[config.mk]
export PLATFORM = sky130hd
export DESIGN_NAME = uirq_status_unit
export DESIGN_NICKNAME = d
export VERILOG_FILES = /design/src/rtl/uirq_pkg.sv /design/src/rtl/uirq_modem_sync.sv /design/src/rtl/uirq_line_latch.sv /design/src/rtl/uirq_cause_reg.sv /design/src/rtl/uirq_status_unit.sv
export SDC_FILE = /design/constraint.sdc
export NUM_CORES = 1
export LEC_CHECK = 0
export ABC_AREA = 1
export CORE_UTILIZATION = 38
export CTS_BUF_LIST = sky130_fd_sc_hd__clkbuf_2 sky130_fd_sc_hd__clkbuf_4 sky130_fd_sc_hd__clkbuf_8
export CTS_CLUSTER_DIAMETER = 120
export DETAILED_ROUTE_END_ITERATION = 7
export MAX_ROUTING_LAYER = met4
export PLACE_DENSITY_LB_ADDON = 0.25
export SETUP_SLACK_MARGIN = 0.1
export SLEW_MARGIN = 20
export SYNTH_ARGS = -nofsm -noshare
export SYNTH_HDL_FRONTEND = slang
export SYNTH_SLANG_ARGS = --single-unit
[constraint.sdc]
create_clock -name clk_i -period 2.1 [get_ports clk_i]
set_clock_uncertainty 0.05 [all_clocks]
set_input_delay 0.63 -clock clk_i [delete_from_list [all_inputs] [get_ports clk_i]]
set_output_delay 0.63 -clock clk_i [all_outputs]
set_load 0.05 [all_outputs]
[src/rtl/uirq_pkg.sv]
package uirq_pkg;

    localparam int unsigned ID_W    = 5;
    localparam int unsigned EN_W    = 4;
    localparam int unsigned MDM_W   = 4;
    localparam int unsigned ERR_W   = 5;
    localparam int unsigned CNT_W   = 10;
    localparam int unsigned MCTL_W  = 6;
    localparam int unsigned WORD_W  = 32;
    localparam int unsigned SYNC_N  = 2;

    // cause bit positions in the status word
    localparam int unsigned ID_LINE    = 0;
    localparam int unsigned ID_RXDATA  = 1;
    localparam int unsigned ID_TIMEOUT = 2;
    localparam int unsigned ID_TXSPACE = 3;
    localparam int unsigned ID_MODEM   = 4;

    // enable bit positions in the configuration word
    localparam int unsigned EN_RX    = 0;
    localparam int unsigned EN_TX    = 1;
    localparam int unsigned EN_LINE  = 2;
    localparam int unsigned EN_MODEM = 3;

    localparam int unsigned MCTL_LSB = 24;

    // error input bit positions
    localparam int unsigned ERR_OVR  = 0;
    localparam int unsigned ERR_PAR  = 1;
    localparam int unsigned ERR_FRM  = 2;
    localparam int unsigned ERR_BRK  = 3;
    localparam int unsigned ERR_FIFO = 4;

    typedef struct packed {
        logic [EN_W-1:0]   en;
        logic [MCTL_W-1:0] mctl;
    } cfg_t;

endpackage

[src/rtl/uirq_modem_sync.sv]
module uirq_modem_sync #(
    parameter int unsigned WIDTH  = 4,
    parameter int unsigned STAGES = 2
) (
    input  logic             clk_i,
    input  logic             rst_ni,
    input  logic [WIDTH-1:0] async_i,
    input  logic             clr_i,
    output logic [WIDTH-1:0] level_o,
    output logic [WIDTH-1:0] delta_o
);

    typedef struct packed {
        logic [STAGES-1:0][WIDTH-1:0] pipe;
        logic [WIDTH-1:0]             prev;
        logic [WIDTH-1:0]             delta;
    } msync_t;

    msync_t st_d, st_q;
    logic [WIDTH-1:0] edge_w;

    always_comb begin
        st_d         = st_q;
        st_d.pipe[0] = async_i;
        for (int s = 1; s < STAGES; s++) begin
            st_d.pipe[s] = st_q.pipe[s-1];
        end
        edge_w     = st_q.pipe[STAGES-1] ^ st_q.prev;
        st_d.prev  = st_q.pipe[STAGES-1];
        // a fresh edge wins over a clear in the same cycle
        st_d.delta = clr_i ? edge_w : (st_q.delta | edge_w);
    end

    always_ff @(posedge clk_i) begin
        if (!rst_ni) begin
            st_q <= '0;
        end else begin
            st_q <= st_d;
        end
    end

    assign level_o = st_q.pipe[STAGES-1];
    assign delta_o = st_q.delta;

    for (genvar i = 0; i < WIDTH; i++) begin : g_chk
        p_delta_from_edge_r6: assert property (@(posedge clk_i) disable iff (!rst_ni)
            $rose(st_q.delta[i]) |-> $past(edge_w[i]));
        p_delta_clear_r6: assert property (@(posedge clk_i) disable iff (!rst_ni)
            (clr_i && !edge_w[i]) |=> !st_q.delta[i]);
    end

endmodule

[src/rtl/uirq_line_latch.sv]
module uirq_line_latch #(
    parameter int unsigned WIDTH = 5
) (
    input  logic             clk_i,
    input  logic             rst_ni,
    input  logic [WIDTH-1:0] event_i,
    input  logic             tmo_i,
    input  logic             clr_err_i,
    input  logic             clr_tmo_i,
    output logic [WIDTH-1:0] err_o,
    output logic             tmo_o
);

    typedef struct packed {
        logic [WIDTH-1:0] err;
        logic             tmo;
    } latch_t;

    latch_t st_d, st_q;

    always_comb begin
        st_d     = st_q;
        // new events win over the clear so that none is lost
        st_d.err = clr_err_i ? event_i : (st_q.err | event_i);
        st_d.tmo = clr_tmo_i ? tmo_i   : (st_q.tmo | tmo_i);
    end

    always_ff @(posedge clk_i) begin
        if (!rst_ni) begin
            st_q <= '0;
        end else begin
            st_q <= st_d;
        end
    end

    assign err_o = st_q.err;
    assign tmo_o = st_q.tmo;

    for (genvar i = 0; i < WIDTH; i++) begin : g_chk
        p_err_sticky_r8: assert property (@(posedge clk_i) disable iff (!rst_ni)
            (!clr_err_i && st_q.err[i]) |=> st_q.err[i]);
    end

    p_tmo_held_r11: assert property (@(posedge clk_i) disable iff (!rst_ni)
        (!clr_tmo_i && st_q.tmo) |=> st_q.tmo);

endmodule

[src/rtl/uirq_cause_reg.sv]
module uirq_cause_reg #(
    parameter int unsigned WIDTH = 5
) (
    input  logic             clk_i,
    input  logic             rst_ni,
    input  logic [WIDTH-1:0] cond_i,
    input  logic [WIDTH-1:0] en_i,
    input  logic [WIDTH-1:0] clr_i,
    output logic [WIDTH-1:0] pend_o,
    output logic             irq_o
);

    typedef struct packed {
        logic [WIDTH-1:0] pend;
    } cause_t;

    cause_t st_d, st_q;

    always_comb begin
        st_d = st_q;
        for (int i = 0; i < WIDTH; i++) begin
            // clear drops the bit for one edge; an active cause returns next edge
            if (clr_i[i]) begin
                st_d.pend[i] = 1'b0;
            end else if (cond_i[i] && en_i[i]) begin
                st_d.pend[i] = 1'b1;
            end
        end
    end

    always_ff @(posedge clk_i) begin
        if (!rst_ni) begin
            st_q <= '0;
        end else begin
            st_q <= st_d;
        end
    end

    assign pend_o = st_q.pend;
    assign irq_o  = |(st_q.pend & en_i);

    for (genvar i = 0; i < WIDTH; i++) begin : g_chk
        p_rise_needs_enable_r3: assert property (@(posedge clk_i) disable iff (!rst_ni)
            $rose(st_q.pend[i]) |-> $past(en_i[i] && cond_i[i]));
        p_clear_takes_r4: assert property (@(posedge clk_i) disable iff (!rst_ni)
            clr_i[i] |=> !st_q.pend[i]);
    end

    p_irq_needs_pending_r5: assert property (@(posedge clk_i) disable iff (!rst_ni)
        irq_o |-> (st_q.pend != '0));

endmodule

[src/rtl/uirq_status_unit.sv]
module uirq_status_unit
    import uirq_pkg::*;
(
    input  logic              clk_i,
    input  logic              rst_ni,
    input  logic              cfg_wr_i,
    input  logic [WORD_W-1:0] cfg_wdata_i,
    input  logic              stat_wr_i,
    input  logic [7:0]        stat_wdata_i,
    input  logic [ERR_W-1:0]  rx_err_i,
    input  logic              rx_tmo_i,
    input  logic              rx_avail_i,
    input  logic [CNT_W-1:0]  rx_count_i,
    input  logic              tx_space_i,
    input  logic              tx_hold_empty_i,
    input  logic              tx_idle_i,
    input  logic [MDM_W-1:0]  modem_i,
    output logic [WORD_W-1:0] status_o,
    output logic              irq_o,
    output logic [MCTL_W-1:0] mctl_o
);

    cfg_t cfg_d, cfg_q;

    logic [ID_W-1:0]  clr_vec;
    logic [ID_W-1:0]  en_vec;
    logic [ID_W-1:0]  cond_vec;
    logic [ID_W-1:0]  pend_w;
    logic [ERR_W-1:0] err_w;
    logic             tmo_w;
    logic [MDM_W-1:0] mlevel_w;
    logic [MDM_W-1:0] mdelta_w;
    logic [7:0]       lsr_w;
    logic [7:0]       msr_w;
    logic             unused_bits;

    assign unused_bits = ^{stat_wdata_i[7:ID_W], cfg_wdata_i[WORD_W-1:MCTL_LSB+MCTL_W],
                           cfg_wdata_i[MCTL_LSB-1:EN_W]};

    // configuration register
    always_comb begin
        cfg_d = cfg_q;
        if (cfg_wr_i) begin
            cfg_d.en   = cfg_wdata_i[EN_W-1:0];
            cfg_d.mctl = cfg_wdata_i[MCTL_LSB +: MCTL_W];
        end
    end

    always_ff @(posedge clk_i) begin
        if (!rst_ni) begin
            cfg_q <= '0;
        end else begin
            cfg_q <= cfg_d;
        end
    end

    // cause routing
    always_comb begin
        clr_vec = stat_wr_i ? stat_wdata_i[ID_W-1:0] : '0;

        en_vec             = '0;
        en_vec[ID_LINE]    = cfg_q.en[EN_LINE];
        en_vec[ID_RXDATA]  = cfg_q.en[EN_RX];
        en_vec[ID_TIMEOUT] = cfg_q.en[EN_RX];
        en_vec[ID_TXSPACE] = cfg_q.en[EN_TX];
        en_vec[ID_MODEM]   = cfg_q.en[EN_MODEM];

        cond_vec             = '0;
        cond_vec[ID_LINE]    = |err_w;
        cond_vec[ID_RXDATA]  = rx_avail_i;
        cond_vec[ID_TIMEOUT] = tmo_w;
        cond_vec[ID_TXSPACE] = tx_space_i;
        cond_vec[ID_MODEM]   = |mdelta_w;
    end

    uirq_line_latch #(.WIDTH(ERR_W)) u_line (
        .clk_i     (clk_i),
        .rst_ni    (rst_ni),
        .event_i   (rx_err_i),
        .tmo_i     (rx_tmo_i),
        .clr_err_i (clr_vec[ID_LINE]),
        .clr_tmo_i (clr_vec[ID_TIMEOUT]),
        .err_o     (err_w),
        .tmo_o     (tmo_w)
    );

    uirq_modem_sync #(.WIDTH(MDM_W), .STAGES(SYNC_N)) u_modem (
        .clk_i   (clk_i),
        .rst_ni  (rst_ni),
        .async_i (modem_i),
        .clr_i   (clr_vec[ID_MODEM]),
        .level_o (mlevel_w),
        .delta_o (mdelta_w)
    );

    uirq_cause_reg #(.WIDTH(ID_W)) u_cause (
        .clk_i  (clk_i),
        .rst_ni (rst_ni),
        .cond_i (cond_vec),
        .en_i   (en_vec),
        .clr_i  (clr_vec),
        .pend_o (pend_w),
        .irq_o  (irq_o)
    );

    // status word packing
    always_comb begin
        lsr_w    = '0;
        lsr_w[0] = (rx_count_i != '0);
        lsr_w[1] = err_w[ERR_OVR];
        lsr_w[2] = err_w[ERR_PAR];
        lsr_w[3] = err_w[ERR_FRM];
        lsr_w[4] = err_w[ERR_BRK];
        lsr_w[5] = tx_hold_empty_i;
        lsr_w[6] = tx_idle_i;
        lsr_w[7] = err_w[ERR_FIFO];

        msr_w = {mlevel_w, mdelta_w};

        status_o          = '0;
        status_o[ID_W-1:0] = pend_w;
        status_o[7:6]     = rx_count_i[CNT_W-1:8];
        status_o[15:8]    = msr_w;
        status_o[23:16]   = lsr_w;
        status_o[31:24]   = rx_count_i[7:0];
    end

    assign mctl_o = cfg_q.mctl;

    p_mctl_hold_r10: assert property (@(posedge clk_i) disable iff (!rst_ni)
        !cfg_wr_i |=> $stable(mctl_o));

    p_no_irq_without_enable_r5: assert property (@(posedge clk_i) disable iff (!rst_ni)
        (cfg_q.en == '0) |-> !irq_o);

endmodule

==> results of run 1 <==
[logic make-up after synthesis]
| group | after synthesis | share of synthesized area [%] |
|---|---|---|
| compound gates | 26 | 8.969 |
| buf+inv | 55 | 21.10 |
| xor+xnor | 4 | 2.326 |
| simple gates | 70 | 18.19 |
| other cells | 1 | 0.2489 |
| flops | 37 | 49.17 |
[critical path, delay by kind of cell]
kind	cells	cell delay, ns
buffers and inverters	2	0.29
and+or+nand+nor	2	0.38
[registers in the layout, indices dropped and copies added, names as in the netlist]
name             cells
u_cause.pend_o       5
cfg_q                4
u_line.err_o         5
u_line.tmo_o         1
mctl_o               6
u_modem.st_d         4
u_modem.st_q         4
u_modem.delta_o      4
u_modem.level_o      4
[what timing repair did]
action                                  CTS  global route
endpoints found under the setup margin   10             1
pin swaps                                 6             3
resized for setup                        33             4
[final timing paths]
kind                             end  slack, ns  cells after the start
setup / recovery        status_o[16]       0.11                      4
hold / removal    u_modem.level_o[1]       0.36                      2
setup reg to reg  u_modem.delta_o[2]       1.29                      3
hold reg to reg   u_modem.level_o[1]       0.36                      2
[power by group through the flow]
stage | Combinational [mW] | Clock (mW) | Sequential, mW
floorplan | 0.223 | 0 | 0.818
global placement | 0.415 | 0 | 0.782
detailed placement | 0.418 | 0 | 0.783
CTS | 0.413 | 0.515 | 0.767
global route | 0.435 | 0.558 | 0.772
finish | 0.409 | 0.496 | 0.767
[per-layer routing]
| metal | track usage, % | part of all wire [%] | vias up |
|---|---|---|---|
| met1 | 19.14 | 43 | 572 |
| met3 | 8.099 | 8.9 | 4 |
| met5 | - | 0 | - |
| met2 | 29.04 | 48 | 55 |
| li1 | - | - | 684 |
| met4 | 5.000 | 0.75 | 0 |
[cell type report]
cell class,instances,area (um^2)
Fill cell,337,1441
Timing Repair Buffer,86,858.3
Sequential cell,37,740.7
Multi-Input combinational cell,101,461.7
Clock buffer,8,91.34
Inverter,24,90.09
Tap cell,48,60.06
[cells in the final DEF, fill, tap and decap left out, drive strengths merged]
master / count
nand4: 1
xor2: 2
nor2: 33
a211oi: 2
nand2: 32
clkbuf: 9
dlygate4sd2: 1
clkinv: 1
nor4: 1
o21ai: 14
nand3: 2
dfxtp: 37
conb: 1
buf: 53
inv: 23
clkdlybuf4s15: 1
xnor2: 2
clkdlybuf4s50: 30
nor3: 1
a21oi: 10
[per-stage QoR]
| step | setup WS, ns | cells | hold slack, ns | instance area [um^2] |
|---|---|---|---|---|
| after CTS | 0.1137 | 304 | 0.3666 | 2306 |
| after global routing | 0.07005 | 304 | 0.3743 | 2302 |
| after floorplan | 0.2152 | 193 | 0.3405 | 1506 |
| final | 0.1121 | 304 | 0.3581 | 2302 |
| after global placement | -0.2125 | 296 | 0.3427 | 2235 |
| after detailed placement | -0.2132 | 296 | 0.3516 | 2235 |
==> run metrics, run 1 <==
outcome complete, no violations; Ys Warns 0; final hold vios 0; CP startpoint kind input pin; Global Route Usage Sum 17.70%; final critical-path required period 1.988 ns; leakage power between 1 and 1.5 nW; Psw 0.4771 mW; PortBufs 76; most numerous cell in the Yosys netlist dfxtp_1; row count 22; CTS root buffer clkbuf_8; CP arrival 1.31 ns; data required time of the critical path 1.42 ns; Clock H-tree levels 2; share of cells above drive strength 1 26.17%; CTS tree done; Initial Utilization between 40 and 50%; total wire length 3.347 mm; worst-path cell chain clkbuf_2 > nor4_2 > nand2_1 > buf_6; Synth top cells by count dfxtp_1, nor2_1, nand2_1; CTS max path bufs 2; Placer Congestion 0.7457; clock sinks 37; largest net degree at the start of global routing 32; Crit Path Max Fanout 2; Synth top area share between 40 and 50%; Tcrit/Tclk final a little over nine tenths; Gate Count Post-Synth 193; Pins Over Slew Limit 0; clk slew on worst S/H paths 0.07 ns; most area-consuming cells after synthesis dfxtp_1, buf_4, nor2_1; power per standard cell area 726.1 nW/um^2; Vias roughly 1300; vias per cell 4.326; Die Span Y roughly 65 um; Overflow after GRT 0; IO Pins 107; CP peak stage delay 0.28 ns; switching part of the total 28.54%; vias in the first global route approximately 1200; Setup crit end kind output pin; Layout area overhead 52.82%; Max-Cap Viols 0; CTS Hold Bufs 0; initial DRC count 49; global-route wire length before repair roughly 5.4 mm; chip width 64.96 um; final net count 323; Comb power frac 24.4%; Mapped Area 1506 um^2; achievable frequency between 500 and 600 MHz; Synth cell types 21; core area around 3700 um^2; setup TNS 0 ns; Post-route DRC 0; Worst Hold Class reg -> reg; register bit count reported by yosys 37; antenna cells 0; Peak supply drop 0.5218 mV; Mapped Nets 261; worst skew pair latency 0.28 ns; asr flop ratio synth 0%; Final ANT Viol Nets 0; CP startpoint rx_count_i[8]; final setup fails 0; Post-synth EDFFs 0; main flop type after synthesis dfxtp_1; Avg Cell Area, Syn 7.805 um^2; Setup CP Type in -> out; Avg WL per Cell between 10 and 15 um; Clk pwr share 29.7%; post-synth top area cell dfxtp_1; Post-DP HPWL around 2.6 mm; post-CTS setup buffers 0; sequential-to-total area share from yosys stat 49.17%; Hold Crit Start u_modem.st_d[13]; initial antenna violation count 0; first-pass iteration count of the detailed router 4; Internal about 1.2 mW; post-layout util 61.50%; r2r startpoint u_modem.level_o[2]; Seq pwr share 45.9%; Slowest cell on crit path nor4_2; CTS Buf Count 5; overall power 1.672 mW; RSZ-0062 raised after global routing false; die area 4220 um^2
Power figures use the tool's default switching activity.
==> run 2, diff against run 1 <==
- ABC_AREA: 1 -> default
- CORE_MARGIN: default -> 1.5
- CORE_UTILIZATION: 38 -> 39
==> run 2 against run 1 <==
Register-to-register slack got worse by 0.21 ns; non-clock buffer count increased by 1; cell count down 15%; synthesized area increased by 1.6%; clock power grew 6.9%; worst setup slack better by 0.022 ns; sequential share of layout area down 0.38 points.
==> run metrics, run 2 <==
final critical-path required period 1.966 ns; CTS Buf Count 5; Clock H-tree levels 2; Post-DP HPWL 2.791 mm; asr flop ratio synth 0%; core area roughly 3700 um^2; row count 22; CTS tree done; flop2flop setup slack 1.08 ns; Synth top cells by count dfxtp_1, buf_4, nor2_1; Post-synth EDFFs 0; Synth top area share 48.41%; share of cells above drive strength 1 32.23%; Seq pwr share 45.2%; final net count 278; PortBufs 76; Ys Warns 0; r2r startpoint u_cause.pend_o[0]; IO Pins 107; Initial Utilization 41.18%; Compound-Gate Fraction of Synth Area 16.11%; Overflow after GRT 0; Layout area overhead 52.49%; Die Span Y 65.64 um; register bit count reported by yosys 37; Setup crit end kind output pin; largest net degree at the start of global routing 20; vias in the first global route 1187; total wire length 3.485 mm; commonest non-fill, non-tap cell in the layout dfxtp_1; Post-Place Cells around 250; CTS root buffer clkbuf_8; antenna cells 0; Peak supply drop about 0.48 mV; adder-cell share of the synthesized area 0%; CP arrival 1.29 ns; Tcrit/Tclk final between 90% and 100%; Vias around 1200; setup ws final 0.1338 ns; chip width 65.64 um; Gate Count Post-Synth 148; Mapped Area 1530 um^2; setup TNS 0 ns; first-pass iteration count of the detailed router 4; most frequent cells in the layout dfxtp_1, buf_4, clkdlybuf4s50_1; Synth cell types 25; CTS max path bufs 2; max FFs per register 6; Post-route DRC 0; dpl ws -0.3176 ns; largest family of logic cells by synthesized area buffers and inverters; capturing point of the worst reg2reg path u_cause.pend_o[0]; CP startpoint rx_count_i[1]; Filler cells ~330; main flop type after synthesis dfxtp_1; switching part of the total between 20% and 30%; Mapped Nets between 200 and 250; Internal 1.218 mW; vias per cell 4.622; most area-consuming cells after synthesis dfxtp_1, buf_4, mux2i_1; post-synth top area cell dfxtp_1; power per standard cell area 724.3 nW/um^2; Crit Path Max Fanout 2; CP startpoint kind input pin; Simple-Gate Fraction of Synth Area 10.22%; Avg WL per Cell roughly 13 um; Setup CP Type in -> out; Avg Cell Area, Syn 10.34 um^2; Worst Hold Class reg -> reg; Cell Count, Final, Fillers Out about 260; leakage power 1.010 nW; clock sinks 37; sequential-to-total area share from yosys stat roughly half; Placer Congestion 0.7171; final setup fails 0; area share of xor/xnor cells in the synthesized design between 2 and 2.5%; post-CTS setup buffers 0; Psw 0.4720 mW; achievable frequency 508.6 MHz; final hold vios 0; Clk pwr share 31.3%; register area 742.0 um^2; clk slew on worst S/H paths 0.07 ns; die area between 4000 and 5000 um^2; most numerous cell in the Yosys netlist dfxtp_1; global-route wire length before repair between 5 and 6 mm; initial DRC count 27; area occupied by multi-input gates 563.0 um^2; Global Route Usage Sum 16.57%; outcome complete, no violations; RSZ-0062 raised after global routing false; post-synthesis mux area share between 6 and 7%; Comb power frac 23.5%; Critical Path End status_o[16]; Final ANT Viol Nets 0; worst skew pair latency 0.28 ns; R2R cell count 2; Pins Over Slew Limit 0; initial antenna violation count 0; Max-Cap Viols 0; data required time of the critical path 1.42 ns
run 2: routing by layer:
layer / track usage [%] / up-vias / routed length, um
met3: 4.966 / 2 / 266
li1: - / 599 / -
met1: 18.75 / 546 / 1442
met4: 2.344 / 0 / 18
met2: 29.42 / 50 / 1758
met5: - / - / 0
run 2: worst max-delay path, cell delays in order:
cell,delay (ns)
clkdlybuf4s15_1,0.22
nor4_4,0.15
nand3_1,0.12
buf_6,0.17
run 2: cells by family after synthesis:
kind of cell              after synthesis
AOI/OAI and AO/OA                      32
xor gates and xnor gates                4
buffers and inverters                  33
DFF                                    37
muxes                                  10
other                                   1
and+or+nand+nor                        31
run 2: metrics by stage:
step	power [mW]	utilization (%)	hold WS [ns]	area (um^2)
2_1_floorplan	1.029	-	0.3619	1530
3_3_place_gp	1.171	59.93	0.3643	2227
3_5_place_dp	1.181	59.93	0.3726	2227
4_1_cts	1.707	62.26	0.3898	2313
5_1_grt	1.765	62.79	0.4018	2333
6_report	1.690	62.79	0.3859	2333
run 2: what timing repair did:
item | CTS | global route
gates resized for setup | 34 | 4
pin swaps | 4 | 3
hold buffers | 0 | 0
endpoints found under the hold margin | 0 | 0
endpoints found under the setup margin | 10 | 2
run 2: worst min-delay path by stage:
| stage | startpoint | to | slack (ns) | cells past startpoint |
|---|---|---|---|---|
| 2_1_floorplan | u_modem.st_d[12] | u_modem.level_o[0] | 0.36 | 1 |
| 3_3_place_gp | u_modem.st_d[15] | u_modem.level_o[3] | 0.36 | 1 |
| 3_5_place_dp | u_modem.st_d[14] | u_modem.level_o[2] | 0.37 | 1 |
| 4_1_cts | u_modem.st_d[14] | u_modem.level_o[2] | 0.39 | 1 |
| 5_1_grt | u_modem.st_d[14] | u_modem.level_o[2] | 0.40 | 1 |
| 6_report | u_modem.st_d[14] | u_modem.level_o[2] | 0.39 | 1 |
run 2: power by group through the flow:
| stage | Combinational (mW) | Clock [mW] | Sequential (mW) |
|---|---|---|---|
| after floorplan | 0.220 | 0 | 0.809 |
| after global placement | 0.394 | 0 | 0.777 |
| after detailed placement | 0.402 | 0 | 0.779 |
| after CTS | 0.397 | 0.546 | 0.764 |
| after global routing | 0.416 | 0.580 | 0.769 |
| final | 0.397 | 0.530 | 0.764 |
run 2: cell type report:
cell class | count | share of cell area, %
Clock buffer | 7 | 4.129
Timing Repair Buffer | 87 | 36.89
Sequential cell | 37 | 31.80
Inverter | 1 | 0.2681
Multi-Input combinational cell | 78 | 24.13
Clock inverter | 1 | 0.2145
Tap cell | 48 | 2.574
==> run 3, diff against run 2 <==
- SLEW_MARGIN: 20 -> 10
==> results of run 3 <==
No change in the layout: final DEF, timing and power equal those of run 2.
